--- src/rtl/subgt_loop.sv ---
module subgt_loop #(
  parameter int W = 8
) (
  input  logic         clk,
  input  logic         rst_n,
  input  logic         start,
  input  logic [W-1:0] a_in,
  input  logic [W-1:0] b_in,
  output logic         busy,
  output logic         done,
  output logic [W-1:0] result
);

  typedef enum logic [1:0] {S_IDLE, S_CMP, S_SUB} state_t;

  state_t       state;
  logic [W-1:0] a_q, b_q, fin_q;
  logic         done_q;

  // single adder: a + ~b + 1
  logic [W:0]   sum;
  logic [W-1:0] diff;
  logic         is_neg, go_on, sel_fb, ld_fin;
  logic [W-1:0] a_mux;

  assign sum    = {1'b0, a_q} + {1'b0, ~b_q} + {{W{1'b0}}, 1'b1};
  assign diff   = sum[W-1:0];
  assign is_neg = sum[W] ^ 1'b1;
  assign go_on  = !is_neg && (diff != '0) && (b_q != '0);
  assign sel_fb = (state == S_SUB);
  assign a_mux  = sel_fb ? diff : a_in;
  assign ld_fin = (state == S_CMP) && !go_on;

  always_ff @(posedge clk or negedge rst_n) begin
    if (!rst_n) begin
      state  <= S_IDLE;
      a_q    <= '0;
      b_q    <= '0;
      fin_q  <= '0;
      done_q <= 1'b0;
    end else begin
      done_q <= ld_fin;
      unique case (state)
        S_IDLE: if (start) begin
          a_q   <= a_mux;
          b_q   <= b_in;
          state <= S_CMP;
        end
        S_CMP: begin
          if (go_on) state <= S_SUB;
          else begin
            fin_q <= a_q;
            state <= S_IDLE;
          end
        end
        S_SUB: begin
          a_q   <= a_mux;
          state <= S_CMP;
        end
        default: state <= S_IDLE;
      endcase
    end
  end

  assign busy   = (state != S_IDLE);
  assign done   = done_q;
  assign result = fin_q;


  done_pulse_chk: assert property (@(posedge clk) disable iff (!rst_n)
    done |=> !done);


  result_hold_chk: assert property (@(posedge clk) disable iff (!rst_n)
    !$stable(result) |-> done);


  result_bound_chk: assert property (@(posedge clk) disable iff (!rst_n)
    done |-> (b_q == '0 || result <= b_q));


  sub_shrinks_chk: assert property (@(posedge clk) disable iff (!rst_n)
    (state == S_SUB) |=> (a_q < $past(a_q)));


  sub_to_cmp_chk: assert property (@(posedge clk) disable iff (!rst_n)
    (state == S_SUB) |=> (state == S_CMP));


  b_held_chk: assert property (@(posedge clk) disable iff (!rst_n)
    busy |=> (busy ? $stable(b_q) : 1'b1));

endmodule

--- config.mk ---
export PLATFORM = sky130hd
export DESIGN_NAME = subgt_loop
export DESIGN_NICKNAME = d
export VERILOG_FILES = /design/src/rtl/subgt_loop.sv
export SDC_FILE = /design/constraint.sdc
export NUM_CORES = 1
export LEC_CHECK = 0
export BUFFER_PORTS_ARGS = -buffer_cell sky130_fd_sc_hd__buf_2
export CELL_PAD_IN_SITES_DETAIL_PLACEMENT = 1
export CELL_PAD_IN_SITES_GLOBAL_PLACEMENT = 2
export CORE_MARGIN = 3
export CORE_UTILIZATION = 34
export CTS_CLUSTER_SIZE = 28
export DETAILED_ROUTE_END_ITERATION = 8
export PLACE_DENSITY_LB_ADDON = 0.1
export SLEW_MARGIN = 20
export SYNTH_ARGS = -nofsm -noshare
export SYNTH_HDL_FRONTEND = slang
export SYNTH_SLANG_ARGS = --single-unit
--- constraint.sdc ---
create_clock -name clk -period 2.8 [get_ports clk]
set_input_delay 0.14 -clock clk [delete_from_list [all_inputs] [get_ports clk]]
set_output_delay 0.14 -clock clk [all_outputs]
set_load 0.05 [all_outputs]
======== Word level (Yosys, flattened, before mapping) ========
Index checks and enable logic that the tools add are counted.
W data, S select, Z words.
cells by class
  $add $sub $neg .......................... 2
  $mul .................................... 0
  div/mod/pow operators ................... 0
  order comparisons ....................... 0
  equal/unequal tests ..................... 3
  shift-type cells ........................ 0
  mux-type cells .......................... 6
  bitwise operators ....................... 2
  reduce and logical (&&, ||, !) cells .... 12
operator list
  cell                   count
  $mux W8                2
  $pmux W8 S2            1
  $reduce_bool A8 Y1     2
  $add A8 B8 Y9          1
  $add A9 B1 Y9 const B  1
  $not A8 Y8             1
  $pmux W2 S3            1
  $reduce_and A2 Y1      3
  $mux W2                2
  $reduce_bool A2 Y1     2
  $logic_and A1 B1 Y1    3
  $eq A2 B1 Y1 const B   1
  $eq A2 B2 Y1 const B   1
  $logic_not A2 Y1       1
  $ne A2 B2 Y1 const B   1
  $logic_not A1 Y1       1
  $not A1 Y1             1
word-level totals
  register bits after elaboration ......... 27
  bits in latches ......................... 0
  bits in writable memories ............... 0
  ROM bits ................................ 0
  output and inout port bits .............. 10
  memories kept ........................... 0

======== Depth between registers and ports, before layout ========
Gate-level depths: netlist of the first run.
  depth in word-level cells ............... 8
  gate-level depth with buffers ........... 10

======== Worst setup path after synthesis of the first run ========
No wires, ideal clock.
  path kind ............................... reg2reg
  from .................................... register b_q[0]
  to ...................................... register fin_q[0], in the netlist result[0]
  arrival ................................. 2.239 ns
  data required time ...................... 2.667 ns
  slack ................................... 0.427 ns
  stages on the path, launching flop included .. 10
  buffers on the path ..................... 1
  period minus slack after synthesis ...... 2.373 ns
  cell sequence ........................... dfrtp_1 > ha_1 > fa_1 > nand2b_2 > a21oi_2 > xor2_1 > or3_1 > buf_6 > o311ai_1 > nand3_1
on the way
  longest elaborated chain between the ends .. 8
ends and longest elaborated chain
  element                        line  RTL
  from (decl)                    17    logic [W-1:0] a_q, b_q, fin_q;
  from (signal assigned)         46    b_q <= b_in;
  $not A8 Y8                     26    assign sum = {1'b0, a_q} + {1'b0, ~b_q} + {{W{1'b0}}, 1'b1};
  $add A8 B8 Y9                  26
  $add A9 B1 Y9                  26
  $reduce_bool A8 Y1             29    assign go_on = !is_neg && (diff != '0) && (b_q != '0);
  $logic_and A1 B1 Y1            29
  $logic_and A1 B1 Y1 *          29
  $not A1 Y1 (no line) *         -
  $reduce_and A2 Y1 (no line) *  -
  to (signal assigned)           52    fin_q <= a_q;
  to (decl)                      17
Mark *: on every way between the ends. The rest lies on a longest branch, timed or not.
A chain may end at the register's enable or synchronous reset.

======== Final worst setup path of the first run ========
Ends and elaborated chain as after synthesis.

==> results of run 1 <==
[worst reg2reg max path, delay by kind of cell, from the launching register on]
family,cells,cell delay [ns]
DFF,1,0.42
adders and majority gates,2,0.62
and+or+nand+nor,3,0.86
AOI/OAI and AO/OA,2,0.47
xor gates and xnor gates,1,0.11
[sequential cells by signal, summed over array words and instances (netlist names)]
register / cells
a_q: 8
b_q: 8
state: 2
done: 1
result: 8
[cells by family after synthesis]
family / after synthesis
DFF: 27
AOI/OAI and AO/OA: 56
xor gates and xnor gates: 5
and+or+nand+nor: 69
buffers and inverters: 20
muxes: 4
adders and majority gates: 9
[metal layers]
layer / vias to the layer above / track usage (%) / routed length [um]
met5: - / 0 / 0
met4: 0 / 5.42 / 26
met3: 4 / 3.33 / 180
met2: 25 / 29.2 / 2350
met1: 744 / 19.8 / 2010
li1: 759 / - / -
[final timing paths]
path / start / depth (start not counted) / slack (ns) / to
worst min register to register: a_q[4]$_DFFE_PN0P_ / 2 / 0.54 / a_q[4]$_DFFE_PN0P_
worst max-delay path: b_q[0]$_DFFE_PN0P_ / 8 / 0.21 / result[0]$_DFFE_PN0P_
worst min-delay path: b_in[2] / 3 / 0.06 / b_q[2]$_DFFE_PN0P_
min in group asynchronous: rst_n / 2 / 0.41 / done$_DFF_PN0_
max in group asynchronous: rst_n / 2 / 1.98 / a_q[5]$_DFFE_PN0P_
worst max register to register: b_q[0]$_DFFE_PN0P_ / 8 / 0.21 / result[0]$_DFFE_PN0P_
[layout by cell type, fill, tap and decap left out, types with 2 or more instances in the layout]
| master | count |
|---|---|
| o311ai_1 | 8 |
| xor2_1 | 3 |
| ha_1 | 8 |
| o21a_1 | 2 |
| a22oi_1 | 8 |
| nor4_1 | 2 |
| and2_1 | 5 |
| and3_1 | 2 |
| clkbuf_8 | 3 |
| a21oi_1 | 10 |
| nand2b_1 | 3 |
| buf_2 | 28 |
| a211oi_1 | 3 |
| nand4_1 | 8 |
| nor2_1 | 14 |
| inv_1 | 14 |
| o21ai_0 | 11 |
| nand3_2 | 2 |
| buf_4 | 4 |
| nand3_1 | 10 |
| nor2b_1 | 3 |
| nand2_1 | 14 |
| dfrtp_1 | 27 |
| mux2i_1 | 3 |
| a21o_1 | 2 |
| o21ai_1 | 2 |
[stage by stage]
step / hold WS (ns) / std cells / worst slack (ns) / area [um^2] / utilization, %
after detailed placement: 0.200 / 283 / 0.192 / 1990 / 40.7
after CTS: 0.0559 / 288 / 0.181 / 2040 / 41.9
after floorplan: -0.156 / 190 / 0.427 / 1770 / -
final: 0.0573 / 288 / 0.210 / 2040 / 41.9
after global routing: 0.0722 / 288 / 0.0134 / 2040 / 41.9
after global placement: 0.195 / 283 / 0.259 / 1990 / 40.7
[final cells by class]
class | instances | share of cell area [%]
repair buffers | 33 | 8.81
well taps | 67 | 4.10
flip-flops and latches | 27 | 33.0
clock buffers | 3 | 2.02
multi-input cells | 143 | 49.2
inverters | 14 | 2.57
clock inverters | 1 | 0.245
==> run summary, run 1 <==
Antenna violations before repair = 0
Sequential Area = 676 um^2
Antenna Violating Nets Remaining = 0
Max clock buf depth = 2
Fin crit share = 92.5%
Seq/Total Area, Yosys = 38.2%
Async S/R FF share, synth = 100%
Number of synthesized register bits = 27
Clk_skew = 0.00276 ns
Vert. Die Dim = 78.1 um
Worst Setup Start Kind = register
Final setup vio count = 0
Syn nets = 218
Total CTS buffers = 3
Post-synth EDFFs = 0
Final wirelength = 4570 um
Die area = 6100 um^2
Critical path capture point type = register
Compound-cell area share of the yosys netlist = 22.9%
Worst path bufs/invs = 0
Post-synthesis mux area share = 2.34%
Critical path's slowest cell = or3_1
Residual DRC = 0
Max cap viols = 0
CP top delay family = simple AND/OR/NAND/NOR gates
CTS root buf = clkbuf_8
Final Critical Period = 2.59 ns
Worst slew pin tran = 0.616 ns
Count leader, synth = dfrtp_1
Worst min path class = input pin to register
Largest family of logic cells by synthesized area = compound AO/OA/AOI/OAI gates
Critical path cell sequence = ha_1 -> fa_1 -> nand2b_2 -> a21oi_2 -> xor2_1 -> or3_1 -> o311ai_1 -> nand3_1
Dpl hpwl = 3740 um
Cts hold-fix bufs = 1
Post-Synth XOR/XNOR Area = 3.96%
Critical Path AT = 2.75 ns
CP peak stage delay = 0.51 ns
Multi-input gate area in the final layout = 1010 um^2
Num ports = 29
Die Wd = 78.1 um
Final setup TNS = 0 ns
Area Overhead vs Synth = 15.6%
Fillers = 594
Status = completed
Max transition margin = 59.0%
Synthesized area per cell = 9.30 um^2
Clock-pin slew on the worst setup and hold paths = 0.10 ns
Yosys top cell area share = 38.2%
Fmax = 0.386 GHz
Max FO, Critical Path = 8
Req. time, crit path = 2.96 ns
Number of global-route vias before repair = 1705
GRT Overall Usage = 16.5%
Drt wl/cell = 15.9 um
Synth Area in Adders = 6.79%
Clock sink count = 27
H-tree Lvls = 1
CORE AREA = 4880 um^2
Post-Synth Simple-Gate Area = 20.9%
Cells after Synth = 190
FP Rows = 25
Syn. warnings = 0
Port bufs = 28
Vias after detailed routing = 1532
Initial Util = 36.2%
Post_cts resized = 0
CP Class = register to register
Final nets = 250
Worst skew pair latency = 0.28 ns
CTS tree = built
Ranking of synthesized cells by area = dfrtp_1 38%, ha_1 5.7%, o311ai_1 4.0%, a22oi_1 3.4%, o21ai_0 3.1%
Pin count of the biggest net entering global routing = 28
Synth cell count leaders = 27 x dfrtp_1, 14 x inv_1, 14 x nand2_1, 14 x nor2_1, 11 x o21ai_0
Post-CTS Setup Inserts = 0
First-pass GRT wire length = 8100 um
Most area-hungry cell type in the Yosys netlist = dfrtp_1
Drt pass-1 iters = 4
DR iter-0 viols = 44
Congestion Overflow GR = 0
Distinct cells, synth = 46
Mapped Area = 1770 um^2
Vias/cell = 5.32
RD Place Congestion = 0.826
Fin. Hold Viols = 0
Layout cell share with drive strength beyond 1 = 22.6%
# diodes = 0
Post-synth top flop = dfrtp_1
RSZ-0062 raised after global routing = false
Pins Over Slew Limit = 0
Power of run 1 is left out: the tool's default activity adds up to more than one toggle a clock period on the data nets, which glitch-free logic cannot reach.
==> run 2: changes to the inputs <==
CORE_MARGIN = not set   (was 3)
MAX_ROUTING_LAYER = met4   (was not set)
==> run summary, run 2 (synthesized netlist as in run 1, its figures left out) <==
CORE AREA = 4850 um^2 (-0.64%)
RSZ-0062 raised after global routing = false
Worst slew pin tran = 0.643 ns (+0.0271 ns)
Pin count of the biggest net entering global routing = 28 (unchanged)
Fmax = 0.382 GHz (-1.1%)
Max clock buf depth = 2 (unchanged)
Residual DRC = 0 (unchanged)
Area Overhead vs Synth = 15.8%
CTS root buf = clkbuf_8
Dpl cell area = 1990 um^2 (unchanged)
Req. time, crit path = 2.96 ns (about the same)
Final wirelength = 4870 um (+6.7%)
Pins Over Slew Limit = 0 (unchanged)
Critical path capture point type = register
Die area = 5490 um^2 (-10%)
Commonest non-fill, non-tap cell in the layout = buf_2
Status = completed
Antenna Violating Nets Remaining = 0 (unchanged)
Number of global-route vias before repair = 1575 (-7.6%)
Final setup TNS = 0 ns (unchanged)
Vias after detailed routing = 1551 (+1.2%)
RD Place Congestion = 0.847 (+2.5%)
Finished Layout Cells = 288 (unchanged)
Max cap viols = 0 (unchanged)
Placed Cells = 283 (unchanged)
DR iter-0 viols = 83 (+89%)
GRT Overall Usage = 19.7% (+3.3 points)
Layout cell share with drive strength beyond 1 = 22.6% (unchanged)
Total CTS buffers = 3 (unchanged)
Die Wd = 74.1 um (-5.1%)
First-pass GRT wire length = 7840 um (-3.2%)
Vert. Die Dim = 74.1 um (-5.1%)
Vias/cell = 5.39 (+1.2%)
CTS tree = built
Max transition margin = 57.2% (-1.8 points)
Initial Util = 36.5% (+0.23 points)
Hold Slack = 0.0621 ns (+0.00478 ns)
CP peak stage delay = 0.50 ns (about the same)
# diodes = 0 (unchanged)
Post_cts resized = 0 (unchanged)
FP Rows = 25 (unchanged)
Drt wl/cell = 16.9 um (+6.7%)
Most frequent cells in the layout = 28 x buf_2, 27 x dfrtp_1, 14 x inv_1, 14 x nor2_1, 14 x nand2_1
Critical path cell sequence = ha_1 -> fa_1 -> nand2b_2 -> a21oi_2 -> xor2_1 -> or3_1 -> o311ai_1 -> nand3_1
Post-CTS Setup Inserts = 0 (unchanged)
Final Critical Period = 2.62 ns (+0.0287 ns)
Critical Path AT = 2.78 ns (+0.03 ns)
Fin crit share = 93.5% (+1.0 points)
Clock-pin slew on the worst setup and hold paths = 0.10 ns (about the same)
Post-route cell area = 2050 um^2 (+0.12%)
Port bufs = 28 (unchanged)
Worst path bufs/invs = 0 (unchanged)
Worst min path class = input pin to register
Dpl hpwl = 3840 um (+2.7%)
Max FO, Critical Path = 8 (unchanged)
Final nets = 250 (unchanged)
Clk_skew = 0.00449 ns (+0.00173 ns)
Critical path's slowest cell = or3_1
CP top delay family = simple AND/OR/NAND/NOR gates
Worst Setup Start Kind = register
Final setup vio count = 0 (unchanged)
Num ports = 29 (unchanged)
Fin. Hold Viols = 0 (unchanged)
Regs by FF count = a_q: 8 flops, b_q: 8 flops, result: 8 flops
Clock sink count = 27 (unchanged)
Congestion Overflow GR = 0 (unchanged)
Antenna violations before repair = 0 (unchanged)
Drt pass-1 iters = 4 (unchanged)
Worst skew pair latency = 0.28 ns (about the same)
CP Class = register to register
H-tree Lvls = 1 (unchanged)
==> run 2: cell types whose count changed in the layout (fill, tap and decap cells not counted), sizes merged <==
cell    before  now
clkbuf       3    4
clkinv       1    0
==> run 2: tightest hold or removal path: stages <==
cell     delay (ns)
buf_2          0.07
nand2_1        0.03
o21ai_0        0.06
==> run 2: final timing paths <==
kind	from	end	slack, ns	cells after the start
max	b_q[0]$_DFFE_PN0P_	result[0]$_DFFE_PN0P_	0.18	8
max reg2reg	b_q[0]$_DFFE_PN0P_	result[0]$_DFFE_PN0P_	0.18	8
min in group asynchronous	rst_n	result[0]$_DFFE_PN0P_	0.40	2
max in group asynchronous	rst_n	a_q[4]$_DFFE_PN0P_	1.97	2
min	b_in[7]	b_q[7]$_DFFE_PN0P_	0.06	3
min reg2reg	a_q[7]$_DFFE_PN0P_	a_q[7]$_DFFE_PN0P_	0.54	2
==> run 2: cell type report <==
class                           count  area [um^2]
Clock buffer                        4         45.0
Fill cell                         575         2800
Inverter                           14         52.6
Multi-Input combinational cell    143         1010
Sequential cell                    27          676
Tap cell                           67         83.8
Timing Repair Buffer               33          180
==> run 2: per-layer routing <==
metal  track usage [%]  share of wire, %  routed length [um]  up-vias
met2              34.3                52                2520       30
met3              3.12               3.4                 167        4
met5                 -                 0                   0        -
li1                  -                 -                   -      756
met4              6.62              0.90                  44        0
met1              23.0                44                2140      761
==> run 2: metrics by stage <==
stage | utilization, % | worst slack (ns)
2_1_floorplan | - | 0.427
3_3_place_gp | 41.0 | 0.252
3_5_place_dp | 41.0 | 0.198
4_1_cts | 42.1 | 0.174
5_1_grt | 42.2 | 0.0459
6_report | 42.2 | 0.181
==> run 2: repair_timing <==
action / 4_1_cts / 5_1_grt
hold endpoints to repair: 27 / 0
hold buffers: 1 / 0
endpoints found under the setup margin: 0 / 0
Power of run 2 is left out for the same reason.
